==> src/rtl/mpt_pkg.sv <==
package mpt_pkg;
  localparam int CNT_W = 16;

  typedef enum logic [2:0] {K_NORM, K_CTC, K_FAST, K_PC, K_PFC} kind_t;

  function automatic kind_t kind_of(input logic [3:0] m);
    case (m)
      4'd4, 4'd12:                     return K_CTC;
      4'd5, 4'd6, 4'd7, 4'd14, 4'd15:  return K_FAST;
      4'd1, 4'd2, 4'd3, 4'd10, 4'd11:  return K_PC;
      4'd8, 4'd9:                      return K_PFC;
      default:                         return K_NORM;
    endcase
  endfunction

  function automatic logic is_dual(input kind_t k);
    return (k == K_PC) || (k == K_PFC);
  endfunction

  function automatic logic is_immediate(input kind_t k);
    return (k == K_NORM) || (k == K_CTC);
  endfunction

  // fixed tops 0x00FF / 0x01FF / 0x03FF come from the low two mode bits
  function automatic logic [CNT_W-1:0] top_of(input logic [3:0] m,
                                              input logic [CNT_W-1:0] cmpa,
                                              input logic [CNT_W-1:0] cap);
    logic [CNT_W-1:0] fixed;
    fixed = (CNT_W'(1) << (7 + int'(m[1:0]))) - CNT_W'(1);
    case (m)
      4'd1, 4'd2, 4'd3, 4'd5, 4'd6, 4'd7: return fixed;
      4'd4, 4'd9, 4'd11, 4'd15:           return cmpa;
      4'd8, 4'd10, 4'd12, 4'd14:          return cap;
      default:                            return '1;
    endcase
  endfunction
endpackage

==> src/rtl/mpt_counter.sv <==
module mpt_counter import mpt_pkg::*; #(
  parameter int W = CNT_W
) (
  input  logic         clk,
  input  logic         rst,
  input  logic         tick,
  input  kind_t        kind,
  input  logic [W-1:0] top,
  output logic [W-1:0] cnt,
  output logic         down,
  output logic         up_next,
  output logic         at_top,
  output logic         at_bot,
  output logic         at_max
);
  localparam logic [W-1:0] ONE = W'(1);

  logic         dual;
  logic [W-1:0] cnt_nx;

  always_comb begin
    dual   = is_dual(kind);
    at_top = (cnt == top);
    at_bot = (cnt == '0);
    at_max = &cnt;
    if (!dual)           up_next = 1'b1;
    else if (cnt >= top) up_next = 1'b0;
    else if (at_bot)     up_next = 1'b1;
    else                 up_next = ~down;
    if (!dual)           cnt_nx = at_top ? '0 : cnt + ONE;
    else if (up_next)    cnt_nx = cnt + ONE;
    else                 cnt_nx = at_bot ? '0 : cnt - ONE;
  end

  always_ff @(posedge clk) begin
    if (rst) begin
      cnt  <= '0;
      down <= 1'b0;
    end else if (tick) begin
      cnt  <= cnt_nx;
      down <= dual & ~up_next;
    end
  end
endmodule

==> src/rtl/mpt_cmpbuf.sv <==
module mpt_cmpbuf #(
  parameter int W = 16
) (
  input  logic         clk,
  input  logic         rst,
  input  logic         wr,
  input  logic [W-1:0] din,
  input  logic         imm,
  input  logic         load,
  output logic [W-1:0] act
);
  logic [W-1:0] hold_q;

  always_ff @(posedge clk) begin
    if (rst) begin
      hold_q <= '0;
      act    <= '0;
    end else begin
      if (wr) hold_q <= din;
      if (imm)       act <= wr ? din : hold_q;
      else if (load) act <= hold_q;
    end
  end
endmodule

==> src/rtl/mpt_wave.sv <==
module mpt_wave import mpt_pkg::*; (
  input  logic       clk,
  input  logic       rst,
  input  logic       tick,
  input  kind_t      kind,
  input  logic [1:0] om,
  input  logic       tog_en,
  input  logic       hit,
  input  logic       hit_top,
  input  logic       at_top,
  input  logic       up_next,
  output logic       pin
);
  logic nx;

  always_comb begin
    nx = pin;
    case (kind)
      K_NORM, K_CTC: begin
        if (hit) begin
          case (om)
            2'd1:    nx = ~pin;
            2'd2:    nx = 1'b0;
            2'd3:    nx = 1'b1;
            default: nx = pin;
          endcase
        end
      end
      K_FAST: begin
        if (om[1]) begin
          if (at_top)   nx = ~om[0];
          else if (hit) nx = om[0];
        end
      end
      default: begin
        if (om[1] && hit_top)               nx = ~om[0];
        else if (om[1] && hit)              nx = up_next ? om[0] : ~om[0];
        else if (om == 2'd1 && tog_en && hit) nx = ~pin;
      end
    endcase
  end

  always_ff @(posedge clk) begin
    if (rst)       pin <= 1'b0;
    else if (tick) pin <= nx;
  end
endmodule

==> src/rtl/mpt_pwm_timer.sv <==
module mpt_pwm_timer import mpt_pkg::*; #(
  parameter int W = CNT_W
) (
  input  logic         clk,
  input  logic         rst,
  input  logic         tick,
  input  logic [3:0]   mode,
  input  logic [1:0]   out_mode_a,
  input  logic [1:0]   out_mode_b,
  input  logic         cmp_a_we,
  input  logic [W-1:0] cmp_a_data,
  input  logic         cmp_b_we,
  input  logic [W-1:0] cmp_b_data,
  input  logic         cap_top_we,
  input  logic [W-1:0] cap_top_data,
  output logic         wave_a,
  output logic         wave_b,
  output logic         ovf_flag,
  output logic         match_a,
  output logic         match_b
);
  localparam int NCH = 2;

  kind_t                  kind;
  logic [W-1:0]           cnt_q, top_val, cap_q;
  logic                   cnt_down, up_next, at_top, at_bot, at_max;
  logic                   evt_ovf, cmp_load;
  logic [NCH-1:0][W-1:0]  act_v;
  logic [NCH-1:0]         hit_v, pin_v;
  logic [W-1:0]           cmp_a_act, cmp_b_act;

  assign kind      = kind_of(mode);
  assign top_val   = top_of(mode, act_v[0], cap_q);
  assign cmp_a_act = act_v[0];
  assign cmp_b_act = act_v[1];

  always_ff @(posedge clk) begin
    if (rst)             cap_q <= '0;
    else if (cap_top_we) cap_q <= cap_top_data;
  end

  mpt_counter #(.W(W)) u_cnt (
    .clk(clk), .rst(rst), .tick(tick), .kind(kind), .top(top_val),
    .cnt(cnt_q), .down(cnt_down), .up_next(up_next),
    .at_top(at_top), .at_bot(at_bot), .at_max(at_max)
  );

  always_comb begin
    case (kind)
      K_NORM, K_CTC: evt_ovf = at_max;
      K_FAST:        evt_ovf = at_top;
      default:       evt_ovf = at_bot;
    endcase
    cmp_load = tick && ((((kind == K_FAST) || (kind == K_PC)) && at_top) ||
                        ((kind == K_PFC) && at_bot));
  end

  for (genvar c = 0; c < NCH; c++) begin : g_ch
    logic         we, tog, hit_top;
    logic [W-1:0] din;
    logic [1:0]   om;
    assign we      = (c == 0) ? cmp_a_we   : cmp_b_we;
    assign din     = (c == 0) ? cmp_a_data : cmp_b_data;
    assign om      = (c == 0) ? out_mode_a : out_mode_b;
    assign tog     = (c == 0) && (mode[3:2] == 2'b10);
    assign hit_v[c] = (cnt_q == act_v[c]);
    assign hit_top  = (act_v[c] == top_val);

    mpt_cmpbuf #(.W(W)) u_buf (
      .clk(clk), .rst(rst), .wr(we), .din(din),
      .imm(is_immediate(kind)), .load(cmp_load), .act(act_v[c])
    );

    mpt_wave u_wave (
      .clk(clk), .rst(rst), .tick(tick), .kind(kind), .om(om), .tog_en(tog),
      .hit(hit_v[c]), .hit_top(hit_top), .at_top(at_top), .up_next(up_next),
      .pin(pin_v[c])
    );
  end

  always_ff @(posedge clk) begin
    if (rst) begin
      ovf_flag <= 1'b0;
      match_a  <= 1'b0;
      match_b  <= 1'b0;
    end else begin
      ovf_flag <= tick & evt_ovf;
      match_a  <= tick & hit_v[0];
      match_b  <= tick & hit_v[1];
    end
  end

  assign wave_a = pin_v[0];
  assign wave_b = pin_v[1];
endmodule

==> config.mk <==
export PLATFORM = sky130hd
export DESIGN_NAME = mpt_pwm_timer
export DESIGN_NICKNAME = d
export VERILOG_FILES = /design/src/rtl/mpt_pkg.sv /design/src/rtl/mpt_counter.sv /design/src/rtl/mpt_cmpbuf.sv /design/src/rtl/mpt_wave.sv /design/src/rtl/mpt_pwm_timer.sv
export SDC_FILE = /design/constraint.sdc
export NUM_CORES = 1
export LEC_CHECK = 0
export BUFFER_PORTS_ARGS = -buffer_cell sky130_fd_sc_hd__clkbuf_2
export CORE_UTILIZATION = 45
export CTS_CLUSTER_SIZE = 25
export DETAILED_ROUTE_END_ITERATION = 7
export HOLD_SLACK_MARGIN = 0.05
export PLACE_DENSITY = 0.69
export SYNTH_ARGS = -nofsm -noshare
export SYNTH_HDL_FRONTEND = slang
export SYNTH_HIERARCHICAL = 1
export SYNTH_SLANG_ARGS = --single-unit
==> constraint.sdc <==
create_clock -name clk -period 5.6 [get_ports clk]
set_input_delay 0.84 -clock clk [delete_from_list [all_inputs] [get_ports clk]]
set_output_delay 0.84 -clock clk [all_outputs]
set_load 0.01 [all_outputs]
Word-level counts from Yosys, hierarchy flattened

Memory sizes are Yosys's and may differ from the RTL's.
Index checks and enable logic that the tools add are counted.

Bits in registers: 102
ROM bits: 48
Output and inout bits: 5
Memories kept: 1

Memory list:

| name             | depth | width | rd ports | clocked after Yosys merged registers in | wr ports | line         | RTL |
|---|---|---|---|---|---|---|---|
| (name not given) | 16    | 3     | 1        | 0                                       | 0        | mpt_pkg.sv:7 | `case (m)` |

Add/subtract/negate cells: 4
Order comparisons: 1
Equal/unequal tests: 38
Shift-type cells: 1
Muxes and demuxes: 34
Bitwise operators: 10
Reductions and logical operators: 25

Operator list:

| operator                | count |
|---|---|
| $mux W16                | 10 |
| $eq A16 B16 Y1          | 5 |
| $pmux W16 S3            | 1 |
| $eq A4 B4 Y1 const B    | 7 |
| $mux W1                 | 18 |
| $add A16 B1 Y16 const B | 1 |
| $eq A4 B3 Y1 const B    | 4 |
| $ge A16 B16 Y1          | 1 |
| $logic_not A16 Y1       | 1 |
| $reduce_and A16 Y1      | 1 |
| $shl A1 B4 Y16 const A  | 1 |
| $sub A16 B1 Y16 const B | 1 |
| $sub A16 B2 Y16 const B | 1 |
| $reduce_and A6 Y1       | 2 |
| $eq A2 B2 Y1 const B    | 5 |
| $logic_and A1 B1 Y1     | 9 |
| $eq A4 B2 Y1 const B    | 2 |
| $reduce_or A4 Y1        | 2 |
| $eq A3 B2 Y1 const B    | 2 |
| $ne A3 B2 Y1 const B    | 2 |
| $not A1 Y1              | 6 |
| $pmux W1 S2             | 3 |
| $pmux W1 S3             | 2 |
| $reduce_or A6 Y1        | 1 |
| 16 further kinds        | 25 |

Logic depth before layout (Yosys ltp)

Gate-level depths: netlist of the first run.

Depth in word-level cells: 11
Gate-level depth with buffers: 20
Gate-level depth less buffers: 16

Cells and area by module

The synthesis of the first run kept the hierarchy.

By module, submodules not included:

| module        | times used | cells an instance | area an instance (um^2) | seq. area each (um^2) |
|---|---|---|---|---|
| mpt_cmpbuf    | 2          | 142               | 1352.5                  | 640.6 |
| mpt_pwm_timer | 1          | 307               | 2283.4                  | 380.4 |
| mpt_counter   | 1          | 251               | 1891.8                  | 340.3 |
| mpt_wave      | 2          | 28                | 212.7                   | 20.0 |

Least setup slack after synthesis of the first run

No wires, ideal clock.

Path kind: input-to-reg
Start point: input port mode[3]
End point: register g_ch[0].u_wave.pin
Data arrival time: 5003 ps
Data required time: 5477 ps
Path slack: 474 ps
Stages: 19
Path buffers: 5
Cells stage by stage: buf_6 > buf_2 > buf_2 > clkbuf_1 > o21ai_0 > o22ai_1 > inv_1 > ha_1 > nand4_1 > nor4_1 > a2111oi_2 > a41oi_4 > clkbuf_1 > inv_2 > inv_1 > a21o_1 > a32oi_1 > a31oi_2 > a211oi_2

Elaborated cells on any way between the ends: 47
Those cells by class: 1 x order compare; 25 x eq/ne; 9 x mux; 11 x reduce/logical; 1 x memory

RTL lines:

| element                                                     | line                | RTL |
|---|---|---|
| from (decl)                                                 | mpt_pwm_timer.sv:7  | `input logic [3:0] mode,` |
| $eq A4 B1 Y1, or another cell as far along                  | mpt_pkg.sv:30       | `case (m)` |
| $reduce_or A6 Y1 / $reduce_or A4 Y1 (equally long branches) | mpt_pkg.sv:30       |  |
| $pmux W16 S3 *                                              | mpt_pkg.sv:30       |  |
| net top_val[13]                                             | mpt_pwm_timer.sv:25 | `logic [W-1:0] cnt_q, top_val, cap_q;` |
| $eq A16 B16 Y1 *                                            | mpt_counter.sv:23   | `at_top = (cnt == top);` |
| net at_top                                                  | mpt_pwm_timer.sv:26 | `logic cnt_down, up_next, at_top, at_bot, at_max;` |
| $mux W1                                                     | mpt_wave.sv:31      | `if (at_top) nx = ~om[0];` |
| $mux W1                                                     | mpt_wave.sv:30      | `if (om[1]) begin` |
| $pmux W1 S2                                                 | mpt_wave.sv:18      | `case (kind)` |
| to (signal assigned)                                        | mpt_wave.sv:45      | `else if (tick) pin <= nx;` |
| to (decl)                                                   | mpt_wave.sv:12      | `output logic pin` |

Mark *: on every way through the listed nets, which the timed path passes. The rest lies on a longest branch. The select of a mux whose other input is x is not followed.
A chain may end at the register's enable or synchronous reset.

Final worst setup path of the first run

Start point: input port mode[2]
End point: register u_cnt.cnt[11]

Longest elaborated chain between the ends: 8
Elaborated cells on any way between the ends: 29
Those cells by class: 1 x order compare; 17 x eq/ne; 6 x mux; 4 x reduce/logical; 1 x memory

Ends and longest elaborated chain:

| element                                                     | line                | RTL |
|---|---|---|
| $eq A4 B1 Y1, or another cell as far along                  | mpt_pkg.sv:30       |  |
| $reduce_or A6 Y1 / $reduce_or A4 Y1 (equally long branches) | mpt_pkg.sv:30       |  |
| $pmux W16 S3 *                                              | mpt_pkg.sv:30       |  |
| net top_val[5]                                              | mpt_pwm_timer.sv:25 |  |
| $ge A16 B16 Y1                                              | mpt_counter.sv:27   | `else if (cnt >= top) up_next = 1'b0;` |
| $mux W1                                                     | mpt_counter.sv:27   |  |
| $mux W1                                                     | mpt_counter.sv:26   | `if (!dual) up_next = 1'b1;` |
| $mux W16                                                    | mpt_counter.sv:31   | `else if (up_next) cnt_nx = cnt + ONE;` |
| $mux W16 *                                                  | mpt_counter.sv:30   | `if (!dual) cnt_nx = at_top ? '0 : cnt + ONE;` |
| to (signal assigned)                                        | mpt_counter.sv:40   | `cnt <= cnt_nx;` |
| to (decl)                                                   | mpt_counter.sv:9    | `output logic [W-1:0] cnt,` |

Mark *: on every way through the listed nets, which the timed path passes. The rest lies on a longest branch.

==> results of run 1 <==
## synth_stat cells, drive strengths merged, types with 16 or more instances
library cell	instances
o31ai	29
nor3	47
nand3	16
xnor2	45
a211oi	19
nand2b	17
inv	47
clkbuf	21
nand2	32
nand3b	31
nor2b	20
mux2i	58
nor2	84
ha	20
buf	37
dfxtp	102
o21ai	33
nand4	22
a21oi	67
## worst register-to-register path: cells and delay by family, from the launching register on
| family | cells | cell delay [ns] |
|---|---|---|
| AOI/OAI and AO/OA | 7 | 1.86 |
| and+or+nand+nor | 3 | 0.78 |
| DFF | 1 | 0.61 |
| buffers and inverters | 2 | 0.32 |
| adders and majority gates | 1 | 0.29 |
## kinds of logic after synthesis
family	after synthesis	synth area share (%)
buf+inv	107	6.82
simple gates	319	24.7
fa+ha+maj	20	3.43
other cells	2	0.103
flops	102	28.0
mux	59	8.10
compound gates	236	22.5
xor+xnor	53	6.35
## metrics by stage
| stage | setup WS [ns] | total power (W) | util, % | cell area, µm² | instances |
|---|---|---|---|---|---|
| final | 0.970 | 0.00193 | 50.4 | 8000 | 1151 |
| after global routing | 0.790 | 0.00203 | 50.4 | 8000 | 1151 |
| after CTS | 1.04 | 0.00194 | 50.4 | 8000 | 1151 |
| after detailed placement | 0.671 | 0.00129 | 48.5 | 7700 | 1135 |
| after global placement | 0.736 | 0.00129 | 48.5 | 7700 | 1135 |
| after floorplan | 0.474 | 0.00117 | - | 7310 | 899 |
## power groups by stage
stage	Sequential [W]	Clock [W]	Combinational, W
global placement	0.000859	0	0.000427
detailed placement	0.000859	0	0.000432
CTS	0.000843	0.000661	0.000434
global route	0.000851	0.000691	0.000486
finish	0.000845	0.000642	0.000440
floorplan	0.000825	0	0.000345
## area by class of cell
cell class / instances / area (µm²)
multi-input cells: 690 / 4790
flip-flops and latches: 102 / 2040
inverters: 49 / 184
well taps: 216 / 270
fillers: 1544 / 7880
clock buffers: 9 / 225
repair buffers: 78 / 423
clock inverters: 7 / 72.6
## sequential cells by signal, indices dropped and copies added, names as in the netlist
| signal | count |
|---|---|
| ovf_flag | 1 |
| match_a | 1 |
| cap_q | 16 |
| match_b | 1 |
| u_cnt/down | 1 |
| u_cnt/cnt | 16 |
| g_ch.u_buf/hold_q | 32 |
| g_ch.u_wave/pin | 2 |
| g_ch.u_buf/act | 32 |
## layer usage
| metal | part of all wire [%] | wire [µm] | global-route usage [%] | up-vias |
|---|---|---|---|---|
| li1 | - | - | - | 3359 |
| met1 | 46 | 9750 | 37.0 | 3274 |
| met2 | 45 | 9420 | 40.6 | 293 |
| met3 | 7.8 | 1650 | 5.08 | 29 |
| met4 | 1.5 | 318 | 6.16 | 0 |
| met5 | 0 | 0 | 0 | - |
## worst paths after layout
| check | from | end | slack (ns) | depth (start not counted) |
|---|---|---|---|---|
| setup / recovery | mode[2] | u_cnt/cnt[11] | 0.97 | 15 |
| hold / removal | cap_q[12] | cap_q[12] | 0.49 | 2 |
| setup reg to reg | g_ch[0].u_buf/act[8] | u_cnt/cnt[11] | 1.67 | 13 |
| hold reg to reg | cap_q[12] | cap_q[12] | 0.49 | 2 |
==> run_results.csv, run 1 <==
group,metric,value,unit
clocking,root_buffer,"clkbuf_16",
synth,ys_ff_latch,102,
clocking,htree_levels,3,
final_layout,drive_above_1_share,13.9,%
synth,yosysTopAreaCell,"dfxtp_1",
global_route,grt_max_degree,70,
placement,portBuffers,66,
synth,synthArstFlopShare,0,%
final_layout,nets,1012,
critical_path,cp-end-kind,"register",
detailed_routing,wl,21.1,mm
timing,period_needed,4.63,ns
floorplan,rows,46,
clocking,cts_tree,"built",
synth,synth.top_cell.area_share,27.9,%
global_route,grt_usage,26.1,%
synth,synthFlopType,"dfxtp_1",
critical_path,crit_fanout,22,
synth,syn_area_per_cell,8.14,µm²
clocking,cts_sinks,102,
critical_path,arrival,4.92,ns
clocking,cts.path.max_buffers,2,
critical_path,worstPathRequired,5.89,ns
power_and_ir_drop,p_per_area,241,nW/µm²
placement,dp_hpwl,15.0,mm
power_and_ir_drop,p_switching,0.000644,W
critical_path,crit_type,"input port to register",
floorplan,die_w,129,µm
clocking,clk_latency,0.37,ns
detailed_routing,first_pass_iters,5,
synth,yosysSeqAreaShare,27.9,%
critical_path,crit_path_frequent_cell,"inv_1",
timing,slew_headroom,14.0,%
timing,setup_viol,0,
synth,syn_inst,898,
synth,synth-warning-count,6,
timing,hold_violations,0,
synth,ys_types,84,
synth,synth_area_leaders,"dfxtp_1 (28%), mux2i_1 (7.9%), xnor2_1 (5.4%)",
detailed_routing,remaining_drc_errors,0,
floorplan,initial_core_util,46.0,%
synth,syn_area,7310,µm²
global_route,gr-total-overflow,0,
final_layout,layout_common_cells,"dfxtp_1 (102), nor2_1 (83), a21oi_1 (67), clkbuf_2 (65), mux2i_1 (58)",
final_layout,num_antenna_cells,0,
critical_path,cp_top_family,"compound AO/OA/AOI/OAI gates",
critical_path,cp_num_buf_inv,4,
status,status,"completed",
clocking,cts_inserted_buffers,9,
run,cap_violations,0,
power_and_ir_drop,p_leak,3.17,nW
power_and_ir_drop,seqPwrFrac,43.9,%
clocking,clkTransAtPathRegs,0.08,ns
detailed_routing,num_vias,6955,
timing,finalSetupTns,0,ns
timing,timing.final.crit_share,82.7,%
timing,skew,0.0133,ns
critical_path,start_kind,"input port",
critical_path,worst_path_max_delay_cell,"a2111oi_2",
power_and_ir_drop,vdd_drop_max,0.000195,V
placement,gp_congestion,0.933,
power_and_ir_drop,switching_share,33.4,%
timing,tightest_slew,1.28,ns
detailed_routing,routedWlPerCell,18.4,µm
global_route,grt_pass1_wl,33.8,mm
clocking,cts_resized,0,
floorplan,die_area,16700,µm²
timing,max_freq,216,MHz
critical_path,path_cells,"clkbuf_2, or3b_1, o22ai_1, a2111oi_4, inv_1, inv_1, ha_1, a21oi_1, o21ai_0, a2111oi_2, a41oi_4, buf_4, or4_4, a211o_1, o21ai_1",
detailed_routing,drtIter0Drc,651,
timing,maxSlewViolCount,0,
final_layout,mostFrequentLayoutCell,"dfxtp_1",
power_and_ir_drop,power_frac_clock,33.3,%
floorplan,design.core.area,15900,µm²
floorplan,floorplan.io_pins,67,
critical_path,slowest_delay,0.73,ns
min_path,hold_path.class,"register to register",
detailed_routing,vias_per_cell,6.04,
detailed_routing,antenna_left,0,
timing,rsz0062_at_grt,"false",
final_layout,syn_to_final_growth,9.54,%
global_route,antenna_found_initial,0,
clocking,cts_hold_buf,0,
timing,whs,0.491,ns
floorplan,die_h,129,µm
power_and_ir_drop,p_int,0.00128,W
clocking,cts_setup_buffers,0,
global_route,grt_pass1_vias,6174,
power_and_ir_drop,comb_power_share,22.8,%
synth,synth_edf_count,0,
(Power assumes the default switching activity.)
==> run 2, diff against run 1 <==
==> constraint.sdc (replaced) <==
create_clock -name clk -period 4.7 [get_ports clk]
set_input_delay 0.705 -clock clk [delete_from_list [all_inputs] [get_ports clk]]
set_output_delay 0.705 -clock clk [all_outputs]
set_load 0.01 [all_outputs]
==> run_results.csv, run 2 (same netlist as run 1, synthesis figures left out) <==
group,metric,value,unit
power_and_ir_drop,switching_share,32.0,%
clocking,htree_levels,3,
detailed_routing,num_vias,7067,
clocking,cts_tree,"built",
clocking,clkTransAtPathRegs,0.08,ns
clocking,cts.path.max_buffers,2,
clocking,clk_latency,0.36,ns
timing,tightest_slew,1.27,ns
critical_path,cp-end-kind,"register",
global_route,grt_pass1_vias,6241,
timing,maxSlewViolCount,0,
critical_path,crit_fanout,17,
floorplan,die_area,16700,µm²
detailed_routing,wl,21.2,mm
placement,pre_cts_ws,0.374,ns
power_and_ir_drop,comb_power_share,23.7,%
detailed_routing,drtIter0Drc,714,
floorplan,design.core.area,15900,µm²
power_and_ir_drop,p_int,0.00155,W
critical_path,start_kind,"input port",
min_path,hold_path.class,"register to register",
clocking,cts_hold_buf,0,
global_route,grt_usage,25.5,%
detailed_routing,first_pass_iters,6,
placement,portBuffers,66,
final_layout,mostFrequentLayoutCell,"dfxtp_1",
timing,setup_viol,0,
final_layout,num_antenna_cells,0,
placement,gp_congestion,0.938,
global_route,grt_max_degree,63,
power_and_ir_drop,seqPwrFrac,43.9,%
power_and_ir_drop,p_leak,3.24,nW
global_route,antenna_found_initial,0,
floorplan,die_h,129,µm
final_layout,layout_common_cells,"dfxtp_1 (102), nor2_1 (83), a21oi_1 (67), clkbuf_2 (65), mux2i_1 (58)",
clocking,cts_resized,0,
final_layout,drive_above_1_share,15.0,%
global_route,gr-total-overflow,0,
timing,slew_headroom,14.9,%
final_layout,postLayoutCellArea,8120,µm²
timing,rsz0062_at_grt,"false",
floorplan,rows,46,
clocking,cts_sinks,102,
timing,period_needed,4.05,ns
floorplan,initial_core_util,46.0,%
power_and_ir_drop,p_per_area,282,nW/µm²
detailed_routing,antenna_left,0,
detailed_routing,remaining_drc_errors,0,
final_layout,reg_top3,"g_ch.u_buf/act (32), g_ch.u_buf/hold_q (32)",
clocking,cts_setup_buffers,0,
timing,skew,0.0131,ns
critical_path,worstPathRequired,4.95,ns
power_and_ir_drop,power_frac_clock,32.5,%
detailed_routing,routedWlPerCell,18.2,µm
timing,max_freq,247,MHz
status,status,"completed",
placement,dp_hpwl,15.2,mm
power_and_ir_drop,vdd_drop_max,0.000350,V
floorplan,floorplan.io_pins,67,
critical_path,crit_type,"input port to register",
global_route,grt_pass1_wl,33.1,mm
detailed_routing,vias_per_cell,6.07,
critical_path,arrival,4.30,ns
floorplan,die_w,129,µm
timing,finalSetupTns,0,ns
timing,final.setup.worst_slack,0.647,ns
clocking,root_buffer,"clkbuf_16",
placement,placed_area,7840,µm²
run,cap_violations,0,
timing,timing.final.crit_share,86.2,%
clocking,cts_inserted_buffers,9,
final_layout,syn_to_final_growth,11.1,%
timing,whs,0.495,ns
power_and_ir_drop,p_switching,0.000733,W
final_layout,nets,1026,
timing,hold_violations,0,
## run 2: path summary, 6_finish.rpt
path | from | to | cells past startpoint | slack (ns)
worst min-delay path | g_ch[1].u_buf/hold_q[8] | g_ch[1].u_buf/hold_q[8] | 2 | 0.49
worst max register to register | g_ch[0].u_buf/act[8] | u_cnt/cnt[12] | 14 | 0.98
worst max-delay path | mode[1] | u_cnt/cnt[12] | 16 | 0.65
worst min register to register | g_ch[1].u_buf/hold_q[8] | g_ch[1].u_buf/hold_q[8] | 2 | 0.49
## run 2: stage by stage
step           cells  utilization [%]  power, W
2_1_floorplan    899                -   0.00139
3_3_place_gp    1149             49.3   0.00155
3_5_place_dp    1149             49.3   0.00155
4_1_cts         1164             51.1   0.00230
5_1_grt         1164             51.1   0.00239
6_report        1164             51.1   0.00229
## run 2: metal layers
metal  vias up  wire, µm  global-route usage [%]
met5         -         0                       0
met3        44      1960                    6.19
met4         0       404                    6.84
met1      3290      9580                    35.3
li1       3396         -                       -
met2       337      9220                    39.5
## run 2: cell type report
cell class	instances	area, µm²
Clock inverter	3	28.8
Inverter	49	184
Clock buffer	12	256
Timing Repair Buffer	92	553
Sequential cell	102	2040
Multi-Input combinational cell	690	4790
Tap cell	216	270
Fill cell	1557	7760
## run 2: power groups by stage
stage | clock (W) | sequential, W | combinational, W
after detailed placement | 0 | 0.00102 | 0.000531
after floorplan | 0 | 0.000983 | 0.000412
final | 0.000742 | 0.00100 | 0.000541
after CTS | 0.000763 | 0.00100 | 0.000533
after global routing | 0.000792 | 0.00101 | 0.000593
after global placement | 0 | 0.00102 | 0.000526
## run 2: worst max-delay path, cell delays in order
cell and delay (ns):
clkbuf_2 0.20, buf_4 0.22, nor3_1 0.39, o21ai_0 0.18, nand3_1 0.22, inv_1 0.07, ha_1 0.30, nand4_1 0.17
nor4_2 0.38, a2111oi_2 0.09, buf_4 0.17, a41oi_4 0.22, buf_4 0.26, mux2i_1 0.27, nor4bb_1 0.08, or3b_1 0.37
==> run 3, diff against run 2 <==
--- a/config.mk
+++ b/config.mk
@@ -5,6 +5,7 @@
 export SDC_FILE = /design/constraint.sdc
 export NUM_CORES = 1
 export LEC_CHECK = 0
+export ABC_AREA = 1
 export BUFFER_PORTS_ARGS = -buffer_cell sky130_fd_sc_hd__clkbuf_2
 export CORE_UTILIZATION = 45
 export CTS_CLUSTER_SIZE = 25
==> run_results.csv, run 3 <==
group,metric,value,unit
synth,synth_most_common_cell,"nand2_1",
status,status,"completed",
synth,synth.top_cell.area_share,25.9,%
synth,yosysSeqAreaShare,25.9,%
final_layout,nets,1399,
min_path,whs_path_depth,2,
global_route,grt_usage,24.7,%
detailed_routing,vias_per_cell,5.13,
critical_path,r2r-end,"g_ch[0].u_buf/act[12]",
critical_path,crit_type,"input port to register",
critical_path,start_kind,"input port",
detailed_routing,remaining_drc_errors,0,
critical_path,cp-end-kind,"register",
timing,timing.final.crit_share,80.1,%
min_path,min_to,"cap_q[2]",
final_layout,multi_input_area,4930,µm²
synth,syn_area,7870,µm²
timing,tightest_slew,0.957,ns
global_route,grt_max_degree,46,
clocking,cts.path.max_buffers,2,
placement,pre_cts_ws,0.666,ns
synth,synth_common_cells,"nand2_1 (468), inv_1 (123), nand3_1 (118), nor2_1 (115), dfxtp_1 (102)",
final_layout,drive_above_1_share,11.9,%
timing,skew,0.0126,ns
power_and_ir_drop,p_per_area,276,nW/µm²
synth,synthArstFlopShare,0,%
final_layout,mostFrequentLayoutCell,"nand2_1",
floorplan,rows,47,
detailed_routing,antenna_left,0,
floorplan,design.core.area,16800,µm²
final_layout,fill_cells,1786,
power_and_ir_drop,p_total,0.00234,W
synth,synth_area_leaders,"dfxtp_1 (26%), nand2_1 (22%), nand3_1 (7.5%)",
synth,yosysTopAreaCell,"dfxtp_1",
placement,placedCellCount,1526,
timing,max_freq,266,MHz
clocking,clk_latency,0.36,ns
detailed_routing,num_vias,7915,
final_layout,syn_to_final_growth,7.36,%
critical_path,arrival,4.01,ns
global_route,grt_pass1_vias,7204,
floorplan,floorplan.io_pins,67,
detailed_routing,drtIter0Drc,518,
critical_path,reg2reg_depth,17,
synth,ys_types,40,
timing,finalSetupTns,0,ns
timing,slew_headroom,36.1,%
clocking,cts_hold_buf,0,
placement,placed_area,8160,µm²
placement,portBuffers,66,
final_layout,layout_common_cells,"nand2_1 (468), inv_1 (123), nand3_1 (118), nor2_1 (114), dfxtp_1 (102)",
placement,dp_hpwl,15.9,mm
placement,gp_congestion,0.942,
detailed_routing,routedWlPerCell,13.8,µm
global_route,grt_pass1_wl,35.5,mm
critical_path,worstPathRequired,4.95,ns
synth,ys_ff_latch,102,
synth,synth-warning-count,6,
clocking,cts_resized,0,
clocking,clkTransAtPathRegs,0.07,ns
final_layout,seq_area,2040,µm²
timing,rsz0062_at_grt,"false",
clocking,cts_tree,"built",
clocking,root_buffer,"clkbuf_16",
clocking,cts_setup_buffers,0,
detailed_routing,wl,21.2,mm
timing,period_needed,3.76,ns
final_layout,reg_top3,"g_ch.u_buf/act (32), g_ch.u_buf/hold_q (32)",
timing,setup_viol,0,
timing,final.setup.worst_slack,0.936,ns
critical_path,crit_fanout,45,
min_path,hold_path.class,"register to register",
clocking,htree_levels,3,
power_and_ir_drop,vdd_drop_max,0.000187,V
final_layout,num_antenna_cells,0,
critical_path,rrSetupSlack,1.74,ns
power_and_ir_drop,p_leak,4.40,nW
detailed_routing,first_pass_iters,8,
floorplan,die_h,134,µm
clocking,cts_inserted_buffers,9,
final_layout,fin_cells,1542,
clocking,cts_sinks,102,
floorplan,die_area,18000,µm²
timing,hold_violations,0,
min_path,worstHoldStart,"cap_q[2]",
global_route,antenna_found_initial,0,
run,cap_violations,0,
synth,syn_inst,1282,
final_layout,postLayoutCellArea,8450,µm²
critical_path,rr_startpoint,"g_ch[0].u_buf/act[7]",
synth,synthFlopType,"dfxtp_1",
floorplan,initial_core_util,46.8,%
timing,maxSlewViolCount,0,
synth,synth_edf_count,0,
global_route,gr-total-overflow,0,
floorplan,die_w,134,µm
synth,syn_area_per_cell,6.14,µm²
run 3: changes by cell type in the layout (fill, tap and decap cells not counted), sizes merged, moves of 28 or more:
cell	before	now
inv	48	134
nor2	84	131
nand3b	31	3
xnor2	45	15
nand2	32	490
o31ai	29	0
mux2i	58	0
nor3	47	11
nand3	16	134
run 3: worst max-delay path by stage:
stage / from / end / slack [ns] / cells past startpoint
after floorplan: mode[3] / g_ch[0].u_buf/act[2] / 1.50 / 22
after global placement: mode[2] / g_ch[1].u_buf/act[0] / 0.72 / 22
after detailed placement: mode[2] / g_ch[0].u_buf/act[13] / 0.67 / 22
after CTS: mode[2] / g_ch[0].u_buf/act[12] / 1.02 / 22
after global routing: mode[3] / g_ch[0].u_buf/act[12] / 0.69 / 22
final: mode[2] / g_ch[0].u_buf/act[12] / 0.94 / 22
run 3: kinds of logic (layout without fill, tap and decap cells):
group | after synthesis | count (layout) | share of synthesized area (%)
AND/OR/NAND/NOR | 812 | 812 | 46.3
buffers and inverters | 187 | 226 | 11.7
flip-flops | 102 | 102 | 25.9
AO/OA/AOI/OAI | 110 | 110 | 7.34
other | 2 | 3 | 0.0954
adder cells (fa/ha/maj) | 20 | 20 | 3.18
XOR/XNOR | 49 | 49 | 5.45
run 3: worst max-delay path: stages:
cell,delay [ns]
clkbuf_2,0.11
inv_1,0.10
nor2_2,0.16
nand2_4,0.17
nand2_4,0.13
nand2_4,0.32
nand3_1,0.28
inv_1,0.06
ha_1,0.29
nand2_1,0.06
nor2_1,0.13
and2_1,0.17
nand2_1,0.07
inv_1,0.23
nand2_1,0.16
a21oi_4,0.19
buf_12,0.23
nor2_8,0.10
nand2_1,0.11
nand2_1,0.06
nand2_1,0.06
nand2_1,0.06
run 3: power breakdown:
part | switching, W | internal, W
clock network | 0.000354 | 0.000394
registers | 0.0000666 | 0.000912
logic | 0.000395 | 0.000215
total | 0.000815 | 0.00152
run 3: cell type report:
type / instances / area share [%]
Multi-Input combinational cell: 994 / 58.3
Sequential cell: 102 / 24.2
Inverter: 137 / 6.08
Timing Repair Buffer: 73 / 4.68
Tap cell: 220 / 3.26
Clock buffer: 11 / 2.99
Clock inverter: 5 / 0.488
run 3: metal layers:
layer / routed length (µm) / vias to the layer above / share of wire, % / track usage (%)
li1: - / 4135 / - / -
met1: 10100 / 3514 / 48 / 33.7
met2: 9350 / 225 / 44 / 39.3
met3: 1220 / 41 / 5.8 / 3.85
met4: 568 / 0 / 2.7 / 8.55
met5: 0 / - / 0 / 0
run 3: through the flow:
stage	utilization (%)	hold slack, ns
after floorplan	-	0.429
after global placement	48.5	0.452
after detailed placement	48.5	0.457
after CTS	50.3	0.467
after global routing	50.3	0.479
final	50.3	0.468
